## config.mk

```make
export PLATFORM = sky130hd
export DESIGN_NAME = synth_ser_ctrl
export DESIGN_NICKNAME = d
export VERILOG_FILES = /design/src/rtl/synth_ctrl_pkg.sv /design/src/rtl/synth_sync.sv /design/src/rtl/synth_shift.sv /design/src/rtl/synth_div_reg.sv /design/src/rtl/synth_ser_ctrl.sv
export SDC_FILE = /design/constraint.sdc
export NUM_CORES = 1
export LEC_CHECK = 0
export ABC_AREA = 1
export BUFFER_PORTS_ARGS = -buffer_cell sky130_fd_sc_hd__buf_4
export CORE_MARGIN = 4
export CORE_UTILIZATION = 60
export DETAILED_ROUTE_END_ITERATION = 10
export MAX_ROUTING_LAYER = met4
export PLACE_DENSITY = 0.82
export SYNTH_ARGS = -nofsm -noshare
export SYNTH_HDL_FRONTEND = slang
export SYNTH_HIERARCHICAL = 1
export SYNTH_SLANG_ARGS = --single-unit
```

## constraint.sdc

```tcl
create_clock -name clk -period 2.9 [get_ports clk]
set_clock_uncertainty 0.1 [all_clocks]
set_input_delay 0.29 -clock clk [delete_from_list [all_inputs] [get_ports clk]]
set_output_delay 0.29 -clock clk [all_outputs]
set_load 0.02 [all_outputs]
```

## src/rtl/synth_ctrl_pkg.sv

```systemverilog
package synth_ctrl_pkg;

  typedef enum logic {
    TGT_DIVIDER = 1'b0,
    TGT_OTHER   = 1'b1
  } target_e;

  // A count pair is prohibited when main is below the floor or below swallow.
  function automatic logic count_pair_bad(input int unsigned main_v,
                                          input int unsigned swal_v,
                                          input int unsigned floor_v);
    return (main_v < floor_v) || (main_v < swal_v);
  endfunction

endpackage

```

## src/rtl/synth_sync.sv

```systemverilog
module synth_sync #(
  parameter int STAGES = 2
) (
  input  logic clk,
  input  logic rst,
  input  logic din,
  output logic dout,
  output logic rise
);
  logic [STAGES-1:0] chain_q;
  logic              prev_q;

  always_ff @(posedge clk) begin
    if (rst) chain_q[0] <= 1'b0;
    else     chain_q[0] <= din;
  end

  generate
    for (genvar g = 1; g < STAGES; g++) begin : g_stage
      always_ff @(posedge clk) begin
        if (rst) chain_q[g] <= 1'b0;
        else     chain_q[g] <= chain_q[g-1];
      end
    end
  endgenerate

  always_ff @(posedge clk) begin
    if (rst) prev_q <= 1'b0;
    else     prev_q <= chain_q[STAGES-1];
  end

  assign dout = chain_q[STAGES-1];
  assign rise = dout & ~prev_q;

  // an edge event lasts one cycle, so a held level acts once
  p_rise_single_r2: assert property (@(posedge clk) disable iff (rst)
    rise |=> !rise);

endmodule

```

## src/rtl/synth_shift.sv

```systemverilog
module synth_shift #(
  parameter int WIDTH = 18
) (
  input  logic             clk,
  input  logic             rst,
  input  logic             shift_en,
  input  logic             bit_in,
  output logic [WIDTH-1:0] word_o
);
  logic [WIDTH-1:0] sr_q;

  always_ff @(posedge clk) begin
    if (rst)           sr_q <= '0;
    else if (shift_en) sr_q <= {sr_q[WIDTH-2:0], bit_in};
  end

  assign word_o = sr_q;

  // older bits move up one place on each shift event
  p_shift_move_r2: assert property (@(posedge clk) disable iff (rst)
    shift_en |=> sr_q[WIDTH-1:1] == $past(sr_q[WIDTH-2:0]));

  // no shift event, no change
  p_shift_hold_r2: assert property (@(posedge clk) disable iff (rst)
    !shift_en |=> $stable(sr_q));

endmodule

```

## src/rtl/synth_div_reg.sv

```systemverilog
module synth_div_reg
  import synth_ctrl_pkg::*;
#(
  parameter int MAIN_W   = 10,
  parameter int SWAL_W   = 5,
  parameter int CTL_W    = 2,
  parameter int MIN_MAIN = 3,
  localparam int DIV_W   = MAIN_W + SWAL_W + CTL_W,
  localparam int WORD_W  = DIV_W + 1
) (
  input  logic              clk,
  input  logic              rst,
  input  logic              load_evt,
  input  logic [WORD_W-1:0] word_i,
  output logic [MAIN_W-1:0] main_o,
  output logic [SWAL_W-1:0] swal_o,
  output logic [CTL_W-1:0]  ctl_o,
  output logic              bad_o,
  output logic              alt_stb_o
);
  localparam int CTL_LO  = 1;
  localparam int SWAL_LO = CTL_LO + CTL_W;
  localparam int MAIN_LO = SWAL_LO + SWAL_W;

  target_e           tgt;
  logic [MAIN_W-1:0] w_main;
  logic [SWAL_W-1:0] w_swal;
  logic [CTL_W-1:0]  w_ctl;
  logic              div_wr;
  logic              alt_hit;
  logic              w_bad;

  assign tgt     = target_e'(word_i[0]);
  assign w_main  = word_i[MAIN_LO +: MAIN_W];
  assign w_swal  = word_i[SWAL_LO +: SWAL_W];
  assign w_ctl   = word_i[CTL_LO +: CTL_W];
  assign div_wr  = load_evt && (tgt == TGT_DIVIDER);
  assign alt_hit = load_evt && (tgt == TGT_OTHER);
  assign w_bad   = count_pair_bad(32'(w_main), 32'(w_swal), MIN_MAIN);

  always_ff @(posedge clk) begin
    if (rst) begin
      main_o <= '0;
      swal_o <= '0;
      ctl_o  <= '0;
      bad_o  <= 1'b0;
    end else if (div_wr) begin
      main_o <= w_main;
      swal_o <= w_swal;
      ctl_o  <= w_ctl;
      bad_o  <= w_bad;
    end
  end

  always_ff @(posedge clk) begin
    if (rst) alt_stb_o <= 1'b0;
    else     alt_stb_o <= alt_hit;
  end

  // an address-0 latch copies the upper word bits into the register
  p_load_fields_r4: assert property (@(posedge clk) disable iff (rst)
    (load_evt && !word_i[0]) |=>
      {main_o, swal_o, ctl_o} == $past(word_i[WORD_W-1:1]));

  // a prohibited pair raises the flag
  p_flag_set_r6: assert property (@(posedge clk) disable iff (rst)
    (load_evt && !word_i[0] &&
     ((32'(word_i[WORD_W-1 -: MAIN_W]) < MIN_MAIN) ||
      (word_i[WORD_W-1 -: MAIN_W] < 10'(word_i[SWAL_LO +: SWAL_W])))) |=> bad_o);

  // an address-1 latch leaves the register and flag alone and strobes
  p_alt_hold_r5: assert property (@(posedge clk) disable iff (rst)
    (load_evt && word_i[0]) |=> ($stable({main_o, swal_o, ctl_o, bad_o}) && alt_stb_o));

  // the strobe is a single-cycle pulse
  p_alt_single_r5: assert property (@(posedge clk) disable iff (rst)
    alt_stb_o |=> !alt_stb_o);

  // without a latch event the register holds
  p_hold_r3: assert property (@(posedge clk) disable iff (rst)
    !load_evt |=> $stable({main_o, swal_o, ctl_o, bad_o}));

endmodule

```

## src/rtl/synth_ser_ctrl.sv

```systemverilog
module synth_ser_ctrl #(
  parameter int MAIN_W      = 10,
  parameter int SWAL_W      = 5,
  parameter int MIN_MAIN    = 3,
  parameter int SYNC_STAGES = 2
) (
  input  logic              clk,
  input  logic              rst,
  input  logic              ser_clk_i,
  input  logic              ser_dat_i,
  input  logic              ser_le_i,
  output logic [MAIN_W-1:0] main_cnt_o,
  output logic [SWAL_W-1:0] swal_cnt_o,
  output logic              cnt_rst_o,
  output logic              pwr_dn_o,
  output logic              bad_cfg_o,
  output logic              alt_stb_o
);
  localparam int CTL_W  = 2;
  localparam int WORD_W = MAIN_W + SWAL_W + CTL_W + 1;

  logic              sclk_lvl, sclk_rise;
  logic              sdat_lvl, sdat_rise;
  logic              le_lvl, le_rise;
  logic [WORD_W-1:0] word;
  logic [CTL_W-1:0]  ctl;

  synth_sync #(.STAGES(SYNC_STAGES)) u_sync_clk (
    .clk(clk), .rst(rst), .din(ser_clk_i), .dout(sclk_lvl), .rise(sclk_rise));

  synth_sync #(.STAGES(SYNC_STAGES)) u_sync_dat (
    .clk(clk), .rst(rst), .din(ser_dat_i), .dout(sdat_lvl), .rise(sdat_rise));

  synth_sync #(.STAGES(SYNC_STAGES)) u_sync_le (
    .clk(clk), .rst(rst), .din(ser_le_i), .dout(le_lvl), .rise(le_rise));

  synth_shift #(.WIDTH(WORD_W)) u_shift (
    .clk(clk), .rst(rst), .shift_en(sclk_rise), .bit_in(sdat_lvl), .word_o(word));

  synth_div_reg #(
    .MAIN_W(MAIN_W), .SWAL_W(SWAL_W), .CTL_W(CTL_W), .MIN_MAIN(MIN_MAIN)
  ) u_div (
    .clk(clk), .rst(rst), .load_evt(le_rise), .word_i(word),
    .main_o(main_cnt_o), .swal_o(swal_cnt_o), .ctl_o(ctl),
    .bad_o(bad_cfg_o), .alt_stb_o(alt_stb_o));

  assign cnt_rst_o = ctl[1];
  assign pwr_dn_o  = ctl[0];

  logic unused_ok;
  assign unused_ok = sdat_rise ^ le_lvl ^ sclk_lvl;

  // the first cycle after reset shows the cleared state
  p_reset_clear_r1: assert property (@(posedge clk)
    $fell(rst) |-> (main_cnt_o == '0 && swal_cnt_o == '0 && !cnt_rst_o &&
                    !pwr_dn_o && !bad_cfg_o && !alt_stb_o));

  // serial clock activity alone never disturbs the outputs
  p_shift_quiet_r8: assert property (@(posedge clk) disable iff (rst)
    (sclk_rise && !le_rise) |=>
      $stable({main_cnt_o, swal_cnt_o, cnt_rst_o, pwr_dn_o, bad_cfg_o}));

endmodule

```

; ---- Word-level counts from Yosys, hierarchy flattened
; Index checks and enable logic that the tools add are counted.
[op_classes]
order_cmp = 2
bitwise_logic = 5
reduce_logical = 3
[ops]
columns = op, count
row1 = $lt 10x2->1 const B, 1
row2 = $lt 10x5->1, 1
row3 = $not 1->1, 3
row4 = $and 1x1->1, 2
row5 = $logic_and 1x1->1, 2
row6 = $logic_or 1x1->1, 1
[word_totals]
reg_bits = 45
input_bits = 5
output_inout_bits = 19
word_cells = 24

; ---- Depth between registers and ports, before layout
; Gate-level depths: netlist of the first run.
[depth]
word_depth = 3
mapped_depth = 9
ltp_nobuf = 9

; ---- By module
; Netlist of the first run, hierarchy kept.
[by_module_without_submodules]
columns = module, instances, cells_per_inst, area_per_inst_um2, seq_area_each_um2
row1 = synth_div_reg, 1, 113, 864.6, 380.4
row2 = synth_shift, 1, 114, 762.0, 360.3
row3 = synth_sync, 3, 10, 86.3, 60.1

; ---- Worst setup path before layout of the first run
; No wires, ideal clock.
[synth_path]
kind = register to register
startpoint = register u_shift.sr_q[7], in the netlist u_shift/word_o[7]
endpoint = register u_div.bad_o
setup_ps = 119
arrival_ps = 1012
t_required_ps = 2681
setup_slack_ps = 1669
stages_incl_launch_ff = 10
path_buffers = 0
synth_period_minus_slack_ps = 1231
cell_sequence = dfxtp_1 > inv_1 > ha_1 > inv_1 > nor2_1 > nand2_1 > nor2_1 > nand2_1 > nand2_1 > a21oi_1
[synth_via]
elab_chain_cells = 2
[synth_lines]
columns = element, line
row1 = "start, declared", synth_shift.sv:10  ; logic [WIDTH-1:0] sr_q;
row2 = "start signal, assigned", synth_shift.sv:14  ; else if (shift_en) sr_q <= {sr_q[WIDTH-2:0], bit_in};
row3 = $lt 10x5->1, synth_ctrl_pkg.sv:12  ; return (main_v < floor_v) || (main_v < swal_v);
row4 = $logic_or 1x1->1, synth_ctrl_pkg.sv:12
row5 = "end signal, assigned", synth_div_reg.sv:51  ; bad_o <= w_bad;
row6 = "end, declared", synth_div_reg.sv:18  ; output logic bad_o,
; Every way passes these cells.
; A chain may end at the register's enable or synchronous reset.

; ---- Worst setup path after layout of the first run
[layout_path]
startpoint = register u_sync_le.chain_q[1], in the netlist u_sync_le/dout
endpoint = register u_div.bad_o
[layout_via]
elab_chain_cells = 2
[layout_lines]
columns = element, line
row1 = "start, declared", synth_sync.sv:10  ; logic [STAGES-1:0] chain_q;
row2 = "start signal, assigned by index", synth_sync.sv:22  ; else chain_q[g] <= chain_q[g-1];
row3 = $and 1x1->1, synth_sync.sv:33  ; assign rise = dout & ~prev_q;
row4 = via le_rise, synth_ser_ctrl.sv:24  ; logic le_lvl, le_rise;
row5 = $logic_and 1x1->1, synth_div_reg.sv:37  ; assign div_wr = load_evt && (tgt == TGT_DIVIDER);
; The timed path passes the listed nets, and every way through them passes these cells.

==> results of run 1 <==
-- worst max path at each step --
| stage | end | slack (ps) | depth (start not counted) |
|---|---|---|---|
| finish | u_div/bad_o$_SDFFE_PP0P_ | 1220 | 7 |
| CTS | u_div/bad_o$_SDFFE_PP0P_ | 1210 | 7 |
| floorplan | u_div/bad_o$_SDFFE_PP0P_ | 1670 | 9 |
| global placement | u_div/bad_o$_SDFFE_PP0P_ | 1320 | 7 |
| detailed placement | u_div/bad_o$_SDFFE_PP0P_ | 1220 | 7 |
| global route | u_div/bad_o$_SDFFE_PP0P_ | 1010 | 7 |
-- state kept, by name (all words and copies together), names as in the netlist --
| signal | count |
|---|---|
| u_sync_dat/chain_q | 1 |
| u_sync_clk/chain_q | 1 |
| u_sync_clk/dout | 1 |
| u_div/alt_stb_o | 1 |
| u_sync_le/chain_q | 1 |
| u_div/main_o | 10 |
| u_sync_dat/dout | 1 |
| u_div/bad_o | 1 |
| u_sync_le/dout | 1 |
| u_div/swal_o | 5 |
| u_sync_clk/prev_q | 1 |
| u_shift/word_o | 18 |
| u_div/ctl_o | 2 |
| u_sync_le/prev_q | 1 |
-- routing by layer --
metal  part of all wire, %  track usage (%)  vias up  wire length, µm
met5                     0                -        -                0
met4                   1.4             5.66        0               44
met3                   5.4             5.51        6              171
met2                    43             26.9       30             1370
met1                    50             23.9      630             1610
li1                      -                -      797                -
-- power groups by stage --
stage               combinational [W]  clock, W  sequential [W]
floorplan                   0.0000973         0        0.000694
finish                       0.000146  0.000264        0.000669
CTS                          0.000147  0.000269        0.000669
global route                 0.000167  0.000297        0.000675
detailed placement           0.000146         0        0.000683
global placement             0.000141         0        0.000682
-- critical path: stages (launching register included) --
cell     delay, ps
dfxtp_1        320
inv_1           40
nor2_1         140
inv_1          100
nor2_4         430
inv_2          230
nor2_1         140
a21oi_1         70
-- per-stage QoR --
step | hold slack (ps) | utilization [%] | instance area (µm²) | setup WS (ps)
5_1_grt | 29.7 | 71.0 | 2020 | 1010
3_3_place_gp | 290 | 69.5 | 1980 | 1320
2_1_floorplan | 261 | - | 1850 | 1670
6_report | 34.1 | 71.0 | 2020 | 1220
3_5_place_dp | 296 | 69.5 | 1980 | 1220
4_1_cts | 26.0 | 71.0 | 2020 | 1210
-- cell type report --
class	count	area, µm²
fill	265	828
timing repair buffer	24	180
tap	31	38.8
clock buffer	5	37.5
multi-input combinational	159	712
inverter	40	150
clock inverter	1	5.00
sequential	45	901
==> flow_summary_export.csv, run 1 <==
group,metric,value,unit
outcome,status,"complete, no violations",
detailed_routing,drt_iter0_drc,85,
detailed_routing,drt_wl_total,3.20,mm
detailed_routing,wl_per_cell,10.5,µm
sta,rsz0062_at_grt,"false",
sta,hold_viol,0,
pwr,swShare,26.9,%
final_layout,drive_gt1_share,16.4,%
synth,yosys_warnings,6,
worst_setup_path,rr_endpoint,"u_div/bad_o$_SDFFE_PP0P_",
worst_setup_path,critPathLaunch,"u_sync_le/dout$_SDFF_PP0_",
sta,tightest_slew,542,ps
die,die_w,63.6,µm
clocking,cts_max_level,2,
final_layout,diodes,0,
worst_setup_path,critPathRequiredTime,3050,ps
final_layout,final_nets,284,
synth,syn_nets,262,
pwr,p_int,0.000789,W
detailed_routing,first_pass_iters,4,
worst_setup_path,r2r_cells,7,
placement,numPortBuffers,23,
worst_setup_path,start_kind,"flip-flop",
final_layout,final_common_cell,"nor2_1",
worst_setup_path,crit_type,"flip-flop to flip-flop",
pwr,finalPower,0.00108,W
pwr,leakage,0.952,nW
run,drv_cap,0,
die,die_h,63.6,µm
die,core,2850,µm²
die,start_util,65.0,%
grt,grtUsageTotal,18.2,%
sta,relSlewSlack,63.8,%
grt,grt-ovfl-total,0,
grt,antenna_found_initial,0,
worst_setup_path,r2r_start,"u_sync_le/dout$_SDFF_PP0_",
grt,grt_max_degree,26,
final_layout,syn2layout_area_growth,9.18,%
placement,hpwlAfterDp,2.31,mm
clocking,postCtsHoldBufs,0,
worst_hold_path,min_to,"u_sync_dat/chain_q[0]$_SDFF_PP0_",
synth,syn-mean-instance-area,7.33,µm²
worst_setup_path,crit_path_end_kind,"flip-flop",
worst_hold_path,min_path_cells,3,
grt,grt_first_pass_wirelength,5.66,mm
sta,period_needed,1680,ps
clocking,postCtsSetupBuffers,0,
clocking,tritoncts,"built",
placement,place.gp.congestion,0.761,
final_layout,stdcell_count,305,
worst_hold_path,min_path_type,"primary input to flip-flop",
final_layout,final_cell_mix,"nor2_1 (72), nand2_1 (46), dfxtp_1 (45)",
pwr,comb_power_share,13.5,%
sta,final_max_slew_viol_count,0,
clocking,cts_buffers,5,
detailed_routing,vias,1463,
sta,timing.fmax,595,MHz
clocking,ctsResizeCount,0,
pwr,p_per_area,533,nW/µm²
synth,syn_inst,253,
worst_setup_path,path_max_fanout,25,
sta,setup-violations-final,0,
pwr,peakVddDrop,0.000303,V
pwr,p_seq_share,62.0,%
pwr,p_sw,0.000290,W
grt,grt_pass1_vias,1254,
worst_setup_path,regToRegSetupSlack,1220,ps
worst_hold_path,hold_path.startpoint,"ser_dat_i",
detailed_routing,drt_drc_violations_left,0,
clocking,cts.path.max_buffers,2,
clocking,cts_sinks,45,
pwr,clock_power_share,24.5,%
die,ios,24,
die,dieArea,4040,µm²
detailed_routing,ant_nets,0,
sta,finalCritPeriodShare,57.9,%
die,row_count,19,
sta,tns,0,ps
worst_setup_path,critPathArrivalTime,1830,ps
clocking,clk-insertion-delay-late,340,ps
detailed_routing,vias_per_cell,4.80,
synth,syn_area,1850,µm²
placement,dp.cells,299,
clocking,root_buffer,"clkbuf_4",
clocking,clk_pin_slew,120,ps
No activity file was read; power rests on OpenSTA's default activity.
==> run 2, diff against run 1 <==
CORE_UTILIZATION = 56   (was 60)
PLACE_DENSITY = 0.78   (was 0.82)
clock period = 1.7 ns   (was 2.9 ns; I/O delays follow)
==> flow_summary_export.csv, run 2 (synthesized netlist as in run 1, its figures left out) <==
group,metric,value,unit
die,start_util,59.8,%
detailed_routing,vias,1478,
placement,numPortBuffers,23,
final_layout,largest_reg_flops,18,
sta,relSlewSlack,70.3,%
worst_hold_path,min_path_type,"flip-flop to flip-flop",
clocking,clk-insertion-delay-late,350,ps
sta,hold_viol,0,
placement,place.gp.congestion,0.768,
worst_setup_path,crit_chain,"dlygate4sd3_1 -> buf_4 -> inv_1 -> o21ai_0 -> a21oi_1",
final_layout,drive_gt1_share,16.9,%
worst_setup_path,crit_path_end_kind,"flip-flop",
detailed_routing,vias_per_cell,4.51,
sta,period_needed,1370,ps
detailed_routing,drt_drc_violations_left,0,
worst_setup_path,path_max_fanout,18,
outcome,status,"complete, no violations",
worst_hold_path,min_path_cells,2,
die,die_h,65.5,µm
worst_setup_path,cpPeakStageDelay,530,ps
placement,hpwlAfterDp,2.18,mm
clocking,cts_buffers,5,
sta,fin_hold_ws,312,ps
detailed_routing,ant_nets,0,
pwr,p_per_area,959,nW/µm²
final_layout,final_common_cell,"nor2_1",
grt,antenna_found_initial,0,
grt,grt_max_degree,37,
detailed_routing,drt_wl_total,3.11,mm
sta,tns,0,ps
final_layout,multi_input_area,712,µm²
grt,grtUsageTotal,17.2,%
detailed_routing,first_pass_iters,5,
clocking,tritoncts,"built",
clocking,cts_max_level,2,
sta,rsz0062_at_grt,"false",
die,row_count,20,
pwr,leakage,1.01,nW
sta,setup-violations-final,0,
die,ios,24,
worst_setup_path,cp_slowest_cell,"dlygate4sd3_1",
final_layout,fillers,283,
detailed_routing,wl_per_cell,9.48,µm
final_layout,final_util,69.8,%
final_layout,diodes,0,
clocking,root_buffer,"clkbuf_4",
worst_setup_path,crit_type,"primary input to flip-flop",
worst_hold_path,min_to,"u_sync_dat/dout$_SDFF_PP0_",
die,core,3100,µm²
final_layout,final_cell_mix,"nor2_1 (72), nand2_1 (46), dfxtp_1 (45)",
worst_setup_path,regToRegSetupSlack,330,ps
sta,timing.fmax,728,MHz
worst_setup_path,r2r_cells,7,
die,dieArea,4300,µm²
sta,finalCritPeriodShare,80.8,%
clocking,cts_sinks,45,
worst_setup_path,r2r_start,"u_sync_le/dout$_SDFF_PP0_",
clocking,cts.path.max_buffers,2,
clocking,ctsResizeCount,0,
grt,grt_first_pass_wirelength,5.51,mm
worst_setup_path,critPathArrivalTime,1560,ps
pwr,peakVddDrop,0.000485,V
worst_setup_path,critPathRequiredTime,1890,ps
worst_setup_path,rr_endpoint,"u_div/swal_o[0]$_SDFFE_PP0P_",
worst_hold_path,hold_path.startpoint,"u_sync_dat/chain_q[0]$_SDFF_PP0_",
final_layout,ff_latch_area,901,µm²
die,die_w,65.5,µm
final_layout,syn2layout_area_growth,16.7,%
sta,final_max_slew_viol_count,0,
clocking,clk_pin_slew,130,ps
run,drv_cap,0,
grt,grt-ovfl-total,0,
sta,tightest_slew,445,ps
grt,grt_pass1_vias,1259,
worst_setup_path,start_kind,"primary input",
final_layout,final_nets,292,
worst_setup_path,critPathLaunch,"rst",
detailed_routing,drt_iter0_drc,62,
## run 2: cell types whose count changed in the layout (fill, tap and decap cells not counted)
cell           change
clkinv_2           -1
buf_4              +1
bufinv_16          +1
clkinvlp_4         +1
dlygate4sd3_1      +7
clkbuf_8           +1
## run 2: layout make-up
class | count | share of cell area (%)
Sequential cell | 45 | 41.6
Multi-Input combinational cell | 159 | 32.9
Timing Repair Buffer | 32 | 11.9
Inverter | 40 | 6.94
Tap cell | 44 | 2.54
Clock buffer | 6 | 2.37
Clock inverter | 2 | 1.73
## run 2: through the flow
| step | cells | cell area [µm²] | worst slack, ps | power (W) |
|---|---|---|---|---|
| floorplan | 253 | 1850 | 469 | 0.00135 |
| global placement | 313 | 2010 | 394 | 0.00141 |
| detailed placement | 313 | 2010 | 372 | 0.00141 |
| CTS | 328 | 2160 | 330 | 0.00210 |
| global route | 328 | 2160 | 162 | 0.00219 |
| finish | 328 | 2160 | 327 | 0.00207 |
## run 2: metal layers
metal,part of all wire [%],GRT usage (%),vias up
li1,-,-,809
met1,52,23.0,632
met2,41,24.0,31
met3,4.9,4.27,6
met4,1.8,8.55,0
met5,0,-,-
## run 2: worst max path at each step
stage                                         endpoint  slack (ps)
after detailed placement      u_div/bad_o$_SDFFE_PP0P_         370
after global routing      u_div/swal_o[0]$_SDFFE_PP0P_         160
final                     u_div/swal_o[0]$_SDFFE_PP0P_         330
after global placement        u_div/bad_o$_SDFFE_PP0P_         390
after floorplan               u_div/bad_o$_SDFFE_PP0P_         470
after CTS                 u_div/swal_o[0]$_SDFFE_PP0P_         330
## run 2: repair_timing
item                                   4_1_cts  5_1_grt
hold buffers                                 7        0
endpoints found under the hold margin        9        0
setup buffers                                0        0
## run 2: power by group
| group | switching [W] | internal, W |
|---|---|---|
| sequential | 0.0000365 | 0.00111 |
| clock | 0.000325 | 0.000350 |
| combinational | 0.000149 | 0.000109 |
| total | 0.000511 | 0.00156 |
## run 2: critical path: cells and delay by family
| kind | cells | cell delay [ps] |
|---|---|---|
| buffers and inverters | 3 | 1060 |
| AOI/OAI and AO/OA | 2 | 330 |
==> run 3, diff against run 2 <==
clock period = 1.3 ns   (was 1.7 ns; I/O delays follow)
==> flow_summary_export.csv, run 3 (synthesized netlist as in run 1, its figures left out) <==
group,metric,value,unit
pwr,comb_power_share,16.6,%
detailed_routing,ant_nets,0,
clocking,tritoncts,"built",
placement,hpwlAfterDp,2.36,mm
sta,hold_viol,0,
clocking,cts_buffers,5,
pwr,p_sw,0.000711,W
detailed_routing,vias_per_cell,4.64,
sta,period_needed,1320,ps
grt,antenna_found_initial,0,
die,die_w,65.5,µm
clocking,clk-insertion-delay-late,350,ps
sta,tightest_slew,297,ps
pwr,p_per_area,1080,nW/µm²
final_layout,final_common_cell,"nor2_1",
detailed_routing,drt_wl_total,3.87,mm
detailed_routing,first_pass_iters,4,
die,ios,24,
pwr,swShare,27.8,%
placement,pre_cts_slack,-22.2,ps
clocking,cts_max_level,2,
detailed_routing,vias,1574,
sta,timing.fmax,757,MHz
sta,relSlewSlack,80.0,%
sta,rsz0062_at_grt,"true",
worst_setup_path,cp_slowest_cell,"dfxtp_2",
pwr,finalPower,0.00255,W
final_layout,final_util,75.9,%
sta,final_max_slew_viol_count,0,
outcome,status,"finished, violations left",
pwr,clock_power_share,25.0,%
final_layout,ff_latch_area,906,µm²
run,drv_cap,0,
grt,grt_max_degree,37,
outcome,failed_checks,"setup timing",
sta,setup_ws,-21.0,ps
grt,grt-ovfl-total,0,
pwr,peakVddDrop,0.000817,V
clocking,cts_sinks,45,
final_layout,syn2layout_area_growth,27.1,%
worst_hold_path,min_path_type,"flip-flop to flip-flop",
pwr,leakage,1.09,nW
grt,grtUsageTotal,18.2,%
die,dieArea,4300,µm²
worst_setup_path,cpPeakStageDelay,350,ps
worst_setup_path,critPathRequiredTime,1500,ps
sta,finalCritPeriodShare,102,%
grt,grt_first_pass_wirelength,5.83,mm
die,start_util,59.8,%
worst_setup_path,path_max_fanout,6,
worst_setup_path,critical_path_buf_inv_count,4,
grt,grt_pass1_vias,1319,
worst_setup_path,crit_chain,"inv_2 -> nor2_4 -> inv_2 -> nor2_4 -> buf_12 -> clkbuf_16 -> o21ai_2 -> a21oi_2",
final_layout,multi_input_area,753,µm²
detailed_routing,wl_per_cell,11.4,µm
final_layout,largest_reg_flops,18,
sta,setup-violations-final,5,
final_layout,fillers,251,
clocking,root_buffer,"clkbuf_4",
clocking,cts.path.max_buffers,2,
detailed_routing,drt_drc_violations_left,0,
final_layout,diodes,0,
die,row_count,20,
detailed_routing,drt_iter0_drc,151,
placement,numPortBuffers,23,
die,core,3100,µm²
pwr,p_int,0.00184,W
worst_setup_path,critPathArrivalTime,1520,ps
worst_setup_path,crit_path_end_kind,"flip-flop",
worst_setup_path,start_kind,"flip-flop",
placement,place.gp.congestion,0.800,
final_layout,drive_gt1_share,25.8,%
final_layout,final_nets,303,
worst_setup_path,crit_type,"flip-flop to flip-flop",
pwr,p_seq_share,58.4,%
die,die_h,65.5,µm
clocking,clk_pin_slew,130,ps
worst_setup_path,critPathTopFamily,"buffers and inverters",
final_layout,final_cell_mix,"nor2_1 (71), nand2_1 (46), dfxtp_1 (41)",
-- run 3: through the flow --
stage          hold slack [ps]  area, µm²  TNS, ps  std cells
2_1_floorplan              101       1850        0        253
3_3_place_gp               232       2090        0        319
3_5_place_dp               249       2090    -22.2        319
4_1_cts                    316       2230        0        335
5_1_grt                    332       2360     -874        339
6_report                   314       2360    -50.4        339
-- run 3: power by group through the flow --
| stage | Sequential [W] | Clock [W] | Combinational (W) |
|---|---|---|---|
| after global routing | 0.00150 | 0.000706 | 0.000476 |
| final | 0.00149 | 0.000637 | 0.000425 |
| after CTS | 0.00149 | 0.000658 | 0.000383 |
| after detailed placement | 0.00152 | 0 | 0.000362 |
| after global placement | 0.00151 | 0 | 0.000356 |
| after floorplan | 0.00155 | 0 | 0.000217 |
-- run 3: worst reg2reg max path, cell delays in order (launching register included) --
cell and delay (ps):
dfxtp_2 350, inv_2 50, nor2_4 90, inv_2 50, nor2_4 180, buf_12 150, clkbuf_16 140, o21ai_2 60
a21oi_2 100
-- run 3: worst paths after layout --
check	startpoint	cells after the start	endpoint	slack (ps)
worst max-delay path	u_sync_le/dout$_SDFF_PP0_	8	u_div/swal_o[2]$_SDFFE_PP0P_	-20
worst min register to register	u_sync_clk/chain_q[0]$_SDFF_PP0_	2	u_sync_clk/dout$_SDFF_PP0_	310
worst max register to register	u_sync_le/dout$_SDFF_PP0_	8	u_div/swal_o[2]$_SDFFE_PP0P_	-20
worst min-delay path	u_sync_clk/chain_q[0]$_SDFF_PP0_	2	u_sync_clk/dout$_SDFF_PP0_	310
-- run 3: what timing repair did --
action,in CTS,in global routing
pin swaps,0,0
hold buffers,7,0
setup buffers,1,2
hold endpoints to repair,9,0
resized for setup,4,20
endpoints found under the setup margin,1,17
cloned,0,3
-- run 3: layer usage --
| metal | vias up | global-route usage (%) | part of all wire [%] |
|---|---|---|---|
| met4 | 0 | 7.77 | 1.0 |
| li1 | 831 | - | - |
| met5 | - | - | 0 |
| met2 | 33 | 26.9 | 48 |
| met1 | 706 | 23.9 | 45 |
| met3 | 4 | 4.27 | 5.1 |
-- run 3: cell type report --
class / count / area share [%]
Multi-Input combinational cell: 159 / 32.0
Clock buffer: 5 / 1.59
Sequential cell: 45 / 38.4
Clock inverter: 3 / 0.743
Inverter: 40 / 6.48
Tap cell: 44 / 2.34
Timing Repair Buffer: 43 / 18.4
